File: src/rtl/mdec_pkg.sv
package mdec_pkg;

  localparam int NCH    = 4;
  localparam int CH_FN  = 0;
  localparam int CH_RNG = 1;
  localparam int CH_CTL = 2;
  localparam int CH_DP  = 3;

  localparam logic [2:0] FN_FREQ   = 3'd0;
  localparam logic [2:0] FN_RATIO  = 3'd1;
  localparam logic [2:0] FN_OSC    = 3'd2;
  localparam logic [2:0] FN_UNIT   = 3'd3;
  localparam logic [2:0] FN_TINT   = 3'd4;
  localparam logic [2:0] FN_PERIOD = 3'd5;

  localparam logic [2:0] RG_EXT = 3'd4;

  typedef struct packed {
    logic ext_osc;
    logic mhz1;
    logic ext_dp;
    logic off_req;
    logic test;
  } ctl_t;

  // {valid, code} for the function tied to digit index d
  function automatic logic [3:0] fn_lookup(input int unsigned d, input int unsigned ndig);
    logic [3:0] r;
    r = 4'b0;
    if (d == ndig - 1) r = {1'b1, FN_PERIOD};
    else begin
      case (d)
        0: r = {1'b1, FN_FREQ};
        1: r = {1'b1, FN_RATIO};
        2: r = {1'b1, FN_OSC};
        3: r = {1'b1, FN_UNIT};
        4: r = {1'b1, FN_TINT};
        default: r = 4'b0;
      endcase
    end
    return r;
  endfunction

  // {valid, code} for the range tied to digit index d
  function automatic logic [3:0] rng_lookup(input int unsigned d);
    logic [3:0] r;
    if (d <= 4) r = {1'b1, 3'(d)};
    else        r = 4'b0;
    return r;
  endfunction

endpackage

File: src/rtl/mdec_sampler.sv
module mdec_sampler
  import mdec_pkg::*;
#(
  parameter int NDIG = 8,
  localparam int IDXW = $clog2(NDIG)
) (
  input  logic                       clk,
  input  logic                       rst,
  input  logic                       en,
  input  logic                       strobe,
  input  logic                       late,
  input  logic [IDXW-1:0]            idx,
  input  logic [NCH-1:0]             sense,
  output logic [NCH-1:0][NDIG-1:0]   acc,
  output logic                       full,
  output logic                       scan_end
);

  logic                 take;
  logic                 in_last;
  logic                 last_q;
  logic [NDIG-1:0]      seen_q;
  logic [NDIG-1:0]      hit;
  logic [NCH-1:0][NDIG-1:0] acc_q;

  assign take    = en & strobe & late;
  assign in_last = strobe & late & (idx == '0);
  assign scan_end = last_q & ~in_last;
  assign full    = &seen_q;
  assign acc     = acc_q;

  always_comb begin
    hit = '0;
    if (take) hit[idx] = 1'b1;
  end

  always_ff @(posedge clk) begin
    if (rst) begin
      last_q <= 1'b0;
      seen_q <= '0;
    end else begin
      last_q <= in_last;
      seen_q <= (scan_end ? '0 : seen_q) | hit;
    end
  end

  for (genvar c = 0; c < NCH; c++) begin : g_ch
    always_ff @(posedge clk) begin
      if (rst) acc_q[c] <= '0;
      else     acc_q[c] <= (scan_end ? '0 : acc_q[c]) | (sense[c] ? hit : '0);
    end
  end

  // a scan boundary with no new sample leaves nothing gathered
  p_seen_clear_r6: assert property (@(posedge clk) disable iff (rst)
    (scan_end && !take) |=> (seen_q == '0));

endmodule

File: src/rtl/mdec_decode.sv
module mdec_decode
  import mdec_pkg::*;
#(
  parameter int NDIG = 8
) (
  input  logic [NCH-1:0][NDIG-1:0] acc,
  output logic                     fn_hit,
  output logic [2:0]               fn_val,
  output logic                     rng_hit,
  output logic [2:0]               rng_val,
  output ctl_t                     ctl,
  output logic [NDIG-1:0]          dp
);

  logic [3:0] fl;
  logic [3:0] rl;

  // scan from the top down so the lowest matching digit wins
  always_comb begin
    fn_hit  = 1'b0;
    fn_val  = FN_FREQ;
    rng_hit = 1'b0;
    rng_val = 3'd0;
    fl = 4'b0;
    rl = 4'b0;
    for (int d = NDIG - 1; d >= 0; d--) begin
      fl = fn_lookup(d, NDIG);
      rl = rng_lookup(d);
      if (acc[CH_FN][d] && fl[3]) begin
        fn_hit = 1'b1;
        fn_val = fl[2:0];
      end
      if (acc[CH_RNG][d] && rl[3]) begin
        rng_hit = 1'b1;
        rng_val = rl[2:0];
      end
    end
  end

  always_comb begin
    ctl.ext_osc = acc[CH_CTL][0];
    ctl.mhz1    = acc[CH_CTL][1];
    ctl.ext_dp  = acc[CH_CTL][2];
    ctl.off_req = acc[CH_CTL][3];
    ctl.test    = acc[CH_CTL][NDIG-1];
    dp          = acc[CH_CTL][2] ? acc[CH_DP] : '0;
  end

endmodule

File: src/rtl/mdec_commit.sv
module mdec_commit
  import mdec_pkg::*;
#(
  parameter int NDIG = 8
) (
  input  logic            clk,
  input  logic            rst,
  input  logic            scan_end,
  input  logic            full,
  input  logic            hold,
  input  logic            fn_hit,
  input  logic [2:0]      fn_val,
  input  logic            rng_hit,
  input  logic [2:0]      rng_val,
  input  ctl_t            ctl,
  input  logic [NDIG-1:0] dp,
  output logic            sample_en,
  output logic [2:0]      fn_q,
  output logic [2:0]      rng_q,
  output ctl_t            ctl_q,
  output logic [NDIG-1:0] dp_q,
  output logic            off_q,
  output logic            chg_q
);

  logic       commit;
  logic [2:0] fn_nx;
  logic [2:0] rng_nx;

  assign commit    = scan_end & full & ~off_q;
  assign fn_nx     = (commit & fn_hit)  ? fn_val  : fn_q;
  assign rng_nx    = (commit & rng_hit) ? rng_val : rng_q;
  assign sample_en = ~off_q;

  always_ff @(posedge clk) begin
    if (rst) begin
      fn_q  <= FN_FREQ;
      rng_q <= 3'd0;
      ctl_q <= '0;
      dp_q  <= '0;
      off_q <= 1'b0;
      chg_q <= 1'b0;
    end else begin
      fn_q  <= fn_nx;
      rng_q <= rng_nx;
      if (commit) begin
        ctl_q <= ctl;
        dp_q  <= dp;
      end
      off_q <= hold & (off_q | (commit & ctl.off_req));
      chg_q <= commit & ((fn_nx != fn_q) | (rng_nx != rng_q));
    end
  end

  // the change pulse never lasts two clocks
  p_chg_single_r7: assert property (@(posedge clk) disable iff (rst)
    chg_q |=> !chg_q);

endmodule

File: src/rtl/strobe_mode_decoder.sv
module strobe_mode_decoder
  import mdec_pkg::*;
#(
  parameter int NDIG = 8,
  localparam int IDXW = $clog2(NDIG)
) (
  input  logic            clk,
  input  logic            rst,
  input  logic [IDXW-1:0] scan_idx,
  input  logic            scan_strobe,
  input  logic            scan_late,
  input  logic            hold_in,
  input  logic            sns_fn,
  input  logic            sns_rng,
  input  logic            sns_ctl,
  input  logic            sns_dp,
  output logic [2:0]      fn_sel,
  output logic [2:0]      rng_sel,
  output logic            ext_osc_en,
  output logic            mhz1_sel,
  output logic            ext_dp_en,
  output logic            disp_test,
  output logic            disp_off,
  output logic [NDIG-1:0] dp_mask,
  output logic            cfg_change
);

  logic [NCH-1:0]           sense;
  logic [NCH-1:0][NDIG-1:0] acc;
  logic                     full;
  logic                     scan_end;
  logic                     sample_en;
  logic                     fn_hit;
  logic [2:0]               fn_val;
  logic                     rng_hit;
  logic [2:0]               rng_val;
  ctl_t                     ctl_d;
  ctl_t                     ctl_q;
  logic [NDIG-1:0]          dp_d;

  always_comb begin
    sense         = '0;
    sense[CH_FN]  = sns_fn;
    sense[CH_RNG] = sns_rng;
    sense[CH_CTL] = sns_ctl;
    sense[CH_DP]  = sns_dp;
  end

  mdec_sampler #(.NDIG(NDIG)) u_smp (
    .clk(clk), .rst(rst), .en(sample_en),
    .strobe(scan_strobe), .late(scan_late), .idx(scan_idx),
    .sense(sense), .acc(acc), .full(full), .scan_end(scan_end)
  );

  mdec_decode #(.NDIG(NDIG)) u_dec (
    .acc(acc), .fn_hit(fn_hit), .fn_val(fn_val),
    .rng_hit(rng_hit), .rng_val(rng_val), .ctl(ctl_d), .dp(dp_d)
  );

  mdec_commit #(.NDIG(NDIG)) u_cmt (
    .clk(clk), .rst(rst), .scan_end(scan_end), .full(full), .hold(hold_in),
    .fn_hit(fn_hit), .fn_val(fn_val), .rng_hit(rng_hit), .rng_val(rng_val),
    .ctl(ctl_d), .dp(dp_d), .sample_en(sample_en),
    .fn_q(fn_sel), .rng_q(rng_sel), .ctl_q(ctl_q), .dp_q(dp_mask),
    .off_q(disp_off), .chg_q(cfg_change)
  );

  assign ext_osc_en = ctl_q.ext_osc;
  assign mhz1_sel   = ctl_q.mhz1;
  assign ext_dp_en  = ctl_q.ext_dp;
  assign disp_test  = ctl_q.test;

  // while display off is active the settings stay frozen
  p_freeze_off_r10: assert property (@(posedge clk) disable iff (rst)
    disp_off |=> ($stable(fn_sel) && $stable(rng_sel) && $stable(dp_mask)));

  // releasing hold clears display off on the next clock
  p_hold_release_r10: assert property (@(posedge clk) disable iff (rst)
    !hold_in |=> !disp_off);

  // a decimal point is only shown with the enable flag
  p_dp_gate_r9: assert property (@(posedge clk) disable iff (rst)
    (dp_mask != '0) |-> ext_dp_en);

  // a pulse always goes with a changed function or range
  p_chg_diff_r7: assert property (@(posedge clk) disable iff (rst)
    cfg_change |-> ((fn_sel != $past(fn_sel)) || (rng_sel != $past(rng_sel))));

  // only defined function codes appear
  p_fn_legal_r2: assert property (@(posedge clk) disable iff (rst)
    fn_sel <= FN_PERIOD);

endmodule

File: config.mk
export PLATFORM = sky130hd
export DESIGN_NAME = strobe_mode_decoder
export DESIGN_NICKNAME = d
export VERILOG_FILES = /design/src/rtl/mdec_pkg.sv /design/src/rtl/mdec_sampler.sv /design/src/rtl/mdec_decode.sv /design/src/rtl/mdec_commit.sv /design/src/rtl/strobe_mode_decoder.sv
export SDC_FILE = /design/constraint.sdc
export NUM_CORES = 1
export LEC_CHECK = 0
export CAP_MARGIN = 20
export CORE_ASPECT_RATIO = 1.2
export CORE_UTILIZATION = 52
export DETAILED_ROUTE_END_ITERATION = 7
export GPL_TIMING_DRIVEN = 0
export PLACE_DENSITY = 0.86
export SETUP_SLACK_MARGIN = 0.05
export SLEW_MARGIN = 40
export SYNTH_ARGS = -nofsm -noshare
export SYNTH_HDL_FRONTEND = slang
export SYNTH_SLANG_ARGS = --single-unit
File: constraint.sdc
create_clock -name clk -period 2 [get_ports clk]
set_clock_uncertainty 0.05 [all_clocks]
set_input_delay 0.4 -clock clk [delete_from_list [all_inputs] [get_ports clk]]
set_output_delay 0.4 -clock clk [all_outputs]
set_load 0.1 [all_outputs]
==> run summary <==
OUTCOME
--------------------------------------------------------------------------------------------------------
Status .................................................................................... finished, final reports clean

CTS
--------------------------------------------------------------------------------------------------------
H-Tree Depth ..............................................................................            2
Worst-skew pair later-pin latency .........................................................       310 ps
Clock tree root driver cell ............................................................... sky130_fd_sc_hd__clkbuf_8
Buffer levels on the longest clock path ...................................................            2
Post-CTS clock slew at the launch and capture registers of the worst setup and hold paths .       100 ps
Clock tree from TritonCTS .................................................................         done
Clock net sink count ......................................................................           53
Hold buffer count at CTS ..................................................................            0
Number of buffers added by the clock tree synthesis step ..................................            5
Buffers inserted during post-CTS setup optimization .......................................            0

PWR
--------------------------------------------------------------------------------------------------------
Maximum vdd drop ..........................................................................     0.515 mV
Clock power frac ..........................................................................        34.9%
Total power divided by cell area ..........................................................  732 mW/mm^2
Leakage ...................................................................................     0.924 nW
Total power ...............................................................................      1.79 mW
Combinational share of power ..............................................................         5.4%
Sequential share of power .................................................................        59.7%
Internal power ............................................................................      1.36 mW
Switching Fraction ........................................................................        24.4%
Switching power ...........................................................................     0.438 mW

PLACED DESIGN
--------------------------------------------------------------------------------------------------------
RePlAce Congestion ........................................................................        0.819
Dpl hpwl ..................................................................................      3150 um
Buffers on Ports ..........................................................................           30
Placed cell area .......................................................................... 0.00230 mm^2

YOSYS
--------------------------------------------------------------------------------------------------------
Synthesis Warnings ........................................................................            0
Flops & latches, synth ....................................................................           53
Distinct cells, synth .....................................................................           32
Net count after synthesis .................................................................          242
Seq/Total Area, Yosys .....................................................................        52.2%
Synthesized instance count ................................................................          230
Synthesized area per cell .................................................................    8.83 um^2
Mapped cell area .......................................................................... 0.00203 mm^2

ROUTE
--------------------------------------------------------------------------------------------------------
DR WL/cell ................................................................................      14.1 um
Post-route DRC ............................................................................            0
Total Routed Length .......................................................................      4520 um
Via-per-instance ratio ....................................................................         5.59
Starting DRT DRC Count ....................................................................           81
Post-DRT Antenna Nets .....................................................................            0
DR pass1 iterations .......................................................................            4
Total vias in the final route .............................................................         1788

MIN PATH
--------------------------------------------------------------------------------------------------------
Worst min-delay path endpoint ............................................................. u_cmt.dp_q[3]
Class of the most critical hold timing path ............................................... flop to flop
Min-Delay Startpoint ...................................................................... u_cmt.dp_q[3]
Hold path depth ...........................................................................            2

WORST SETUP PATH
--------------------------------------------------------------------------------------------------------
Startpoint Class ..........................................................................    input pin
Crit-path max FO ..........................................................................            9
Crit. End Element .........................................................................         flop
Endpoint of the lowest-slack register-to-register path .................................... u_cmt.dp_q[6]
Worst reg2reg path depth ..................................................................            7
WP data arrival ...........................................................................      2100 ps
Register-to-Register Setup Slack ..........................................................       180 ps
Critical path class ....................................................................... input pin to flop
Data required time at the worst endpoint ..................................................      2200 ps
Source of the worst register-to-register timing path ...................................... u_smp.seen_q[5]

GLOBAL ROUTE
--------------------------------------------------------------------------------------------------------
Wire length of the first global-routing pass ..............................................      7450 um
Global Route Usage Sum ....................................................................        24.2%
Number of global-route vias before repair .................................................         1566
Initial antenna violation count ...........................................................            0
Pin count of the biggest net entering global routing ......................................           19
Remaining global-route overflow ...........................................................            0

TIMING
--------------------------------------------------------------------------------------------------------
Max-slew violation count ..................................................................            0
Final setup vio count .....................................................................            0
Actual slew at the worst max-slew pin .....................................................       743 ps
Remaining max-slew budget at the tightest pin .............................................        50.1%
Final count of hold timing violations .....................................................            0
Fmax achieved .............................................................................    0.527 GHz
Tcrit/Tclk final ..........................................................................        94.9%
Setup repair after global routing missed its margin .......................................         true
Crit path time final ......................................................................      1900 ps

DIE
--------------------------------------------------------------------------------------------------------
Placeable Area ............................................................................ 0.00369 mm^2
Die extent in x ...........................................................................      59.0 um
Std-Cell Rows .............................................................................           24
Die H .....................................................................................      70.5 um
Num ports .................................................................................           32
Initial core utilization ..................................................................        55.0%
Die ar. ................................................................................... 0.00416 mm^2

FLOW RUN
--------------------------------------------------------------------------------------------------------
Total of max-cap violations ...............................................................            0

CELLS AND AREA
--------------------------------------------------------------------------------------------------------
Final Cell Area ........................................................................... 0.00245 mm^2
Area overhead of the layout relative to synthesis .........................................        20.8%
Fraction of final layout cells with drive strength greater than 1 .........................        16.8%
Filler cell count .........................................................................          335
Number of nets in the layout ..............................................................          279
Antenna diodes ............................................................................            0

==> cell type report <==
| type | instances | area, um^2 | share of cell area (%) |
|---|---|---|---|
| Timing Repair Buffer | 30 | 198 | 8.06 |
| Clock buffer | 5 | 68.8 | 2.80 |
| Multi-Input combinational cell | 161 | 948 | 38.7 |
| Buffer | 14 | 78.8 | 3.21 |
| Sequential cell | 53 | 1060 | 43.3 |
| Inverter | 2 | 7.51 | 0.306 |
| Clock inverter | 3 | 25.0 | 1.02 |
| Tap cell | 52 | 65.1 | 2.65 |
==> registers in the layout, indices dropped and copies added (netlist names) <==
register	cells
u_cmt.chg_q	1
u_cmt.ctl_q	4
u_cmt.dp_q	8
u_cmt.fn_q	3
u_cmt.off_q	1
u_cmt.rng_q	3
u_smp.acc	24
u_smp.last_q	1
u_smp.seen_q	8
==> worst max-delay path by stage <==
| stage | startpoint | to | slack, ps | depth (start not counted) |
|---|---|---|---|---|
| 3_3_place_gp | scan_idx[0] | u_smp.acc[7] | -350 | 6 |
| 2_1_floorplan | u_cmt.off_q | u_cmt.rng_q[0] | 170 | 5 |
| 6_report | scan_idx[0] | u_cmt.rng_q[0] | 100 | 7 |
| 5_1_grt | scan_idx[0] | u_cmt.rng_q[0] | 40 | 7 |
| 4_1_cts | scan_idx[0] | u_cmt.rng_q[0] | 60 | 7 |
| 3_5_place_dp | scan_idx[0] | u_smp.acc[7] | -410 | 6 |
==> Yosys cell counts <==
cell type | instances | area [um^2]
sky130_fd_sc_hd__clkbuf_1 | 9 | 33.8
sky130_fd_sc_hd__a211oi_1 | 1 | 7.51
sky130_fd_sc_hd__nor4b_2 | 1 | 15.0
sky130_fd_sc_hd__nor4_1 | 1 | 6.26
sky130_fd_sc_hd__a21oi_1 | 30 | 150
sky130_fd_sc_hd__nor2b_1 | 3 | 18.8
sky130_fd_sc_hd__nand4b_1 | 1 | 8.76
sky130_fd_sc_hd__o21ai_0 | 3 | 15.0
sky130_fd_sc_hd__or2_2 | 1 | 6.26
sky130_fd_sc_hd__a211o_1 | 1 | 8.76
sky130_fd_sc_hd__mux2i_1 | 1 | 10.0
sky130_fd_sc_hd__nor3_1 | 6 | 30.0
sky130_fd_sc_hd__nor3b_1 | 2 | 15.0
sky130_fd_sc_hd__or4_1 | 4 | 30.0
sky130_fd_sc_hd__o31a_1 | 1 | 8.76
sky130_fd_sc_hd__xnor2_1 | 2 | 17.5
sky130_fd_sc_hd__nor2_1 | 35 | 131
sky130_fd_sc_hd__buf_2 | 4 | 20.0
sky130_fd_sc_hd__dfxtp_1 | 53 | 1060
sky130_fd_sc_hd__nand3_1 | 11 | 55.1
sky130_fd_sc_hd__nand2b_1 | 6 | 37.5
sky130_fd_sc_hd__a21o_1 | 1 | 7.51
sky130_fd_sc_hd__nand4_1 | 1 | 6.26
sky130_fd_sc_hd__nand2_1 | 18 | 67.6
sky130_fd_sc_hd__a22o_1 | 10 | 87.6
sky130_fd_sc_hd__o31ai_2 | 1 | 12.5
sky130_fd_sc_hd__nand3b_1 | 2 | 15.0
sky130_fd_sc_hd__buf_1 | 1 | 3.75
sky130_fd_sc_hd__o21a_1 | 3 | 22.5
sky130_fd_sc_hd__a221oi_1 | 1 | 8.76
sky130_fd_sc_hd__inv_1 | 2 | 7.51
sky130_fd_sc_hd__a22oi_1 | 14 | 105
==> routing by layer <==
layer	vias up	wire length (um)	GRT usage (%)
met5	-	0	0
met4	0	76	9.52
met3	8	145	3.33
met2	35	2290	40.2
met1	843	2000	31.0
li1	902	-	-
==> through the flow <==
step	setup slack, ps	hold slack, ps	std cells	TNS, ps	util, %
after floorplan	174	377	230	0	-
after global placement	-347	389	312	-11400	64.9
after detailed placement	-413	391	312	-13280	62.2
after CTS	58.6	406	320	0	65.1
after global routing	40.6	433	320	0	66.4
final	102	401	320	0	66.4
==> critical path, stage by stage <==
cell and delay, ps:
sky130_fd_sc_hd__clkdlybuf4s50_1 470, sky130_fd_sc_hd__nand3b_1 200, sky130_fd_sc_hd__o31ai_4 100, sky130_fd_sc_hd__nand2b_4 160, sky130_fd_sc_hd__buf_6 140, sky130_fd_sc_hd__or4_4 510, sky130_fd_sc_hd__a21oi_2 120
==> power groups by stage <==
| stage | clock, mW | combinational, mW | sequential [mW] |
|---|---|---|---|
| 2_1_floorplan | 0 | 0.0508 | 1.09 |
| 3_3_place_gp | 0 | 0.0911 | 1.10 |
| 3_5_place_dp | 0 | 0.0932 | 1.10 |
| 4_1_cts | 0.623 | 0.0941 | 1.07 |
| 5_1_grt | 0.667 | 0.107 | 1.07 |
| 6_report | 0.627 | 0.0968 | 1.07 |
==> cell families (layout without fill, tap and decap cells) <==
group,Yosys count,after routing,synth area share [%]
AND/OR/NAND/NOR,92,92,21.8
AO/OA/AOI/OAI,66,66,21.4
flip-flops,53,53,52.2
buffers and inverters,16,54,3.20
XOR/XNOR,2,2,0.863
multiplexers,1,1,0.493
==> what timing repair did <==
item | in CTS | in global routing
resized for setup | 6 | 18
endpoints found under the setup margin | 24 | 34
pin swaps | 0 | 3
==> cells in the final DEF, fill, tap and decap left out, types with 3 or more instances in the layout <==
cell type and count:
sky130_fd_sc_hd__dfxtp_1 52, sky130_fd_sc_hd__clkbuf_1 6, sky130_fd_sc_hd__clkdlybuf4s50_1 8, sky130_fd_sc_hd__a22oi_1 14, sky130_fd_sc_hd__nand3_1 11, sky130_fd_sc_hd__or4_1 3, sky130_fd_sc_hd__nor2_1 35, sky130_fd_sc_hd__nand2b_1 5
sky130_fd_sc_hd__o21ai_0 3, sky130_fd_sc_hd__a21oi_1 28, sky130_fd_sc_hd__a22o_1 10, sky130_fd_sc_hd__nand2_1 18, sky130_fd_sc_hd__buf_2 21, sky130_fd_sc_hd__nor3_1 5, sky130_fd_sc_hd__clkbuf_8 5, sky130_fd_sc_hd__o21a_1 3
Power figures use the tool's default switching activity.
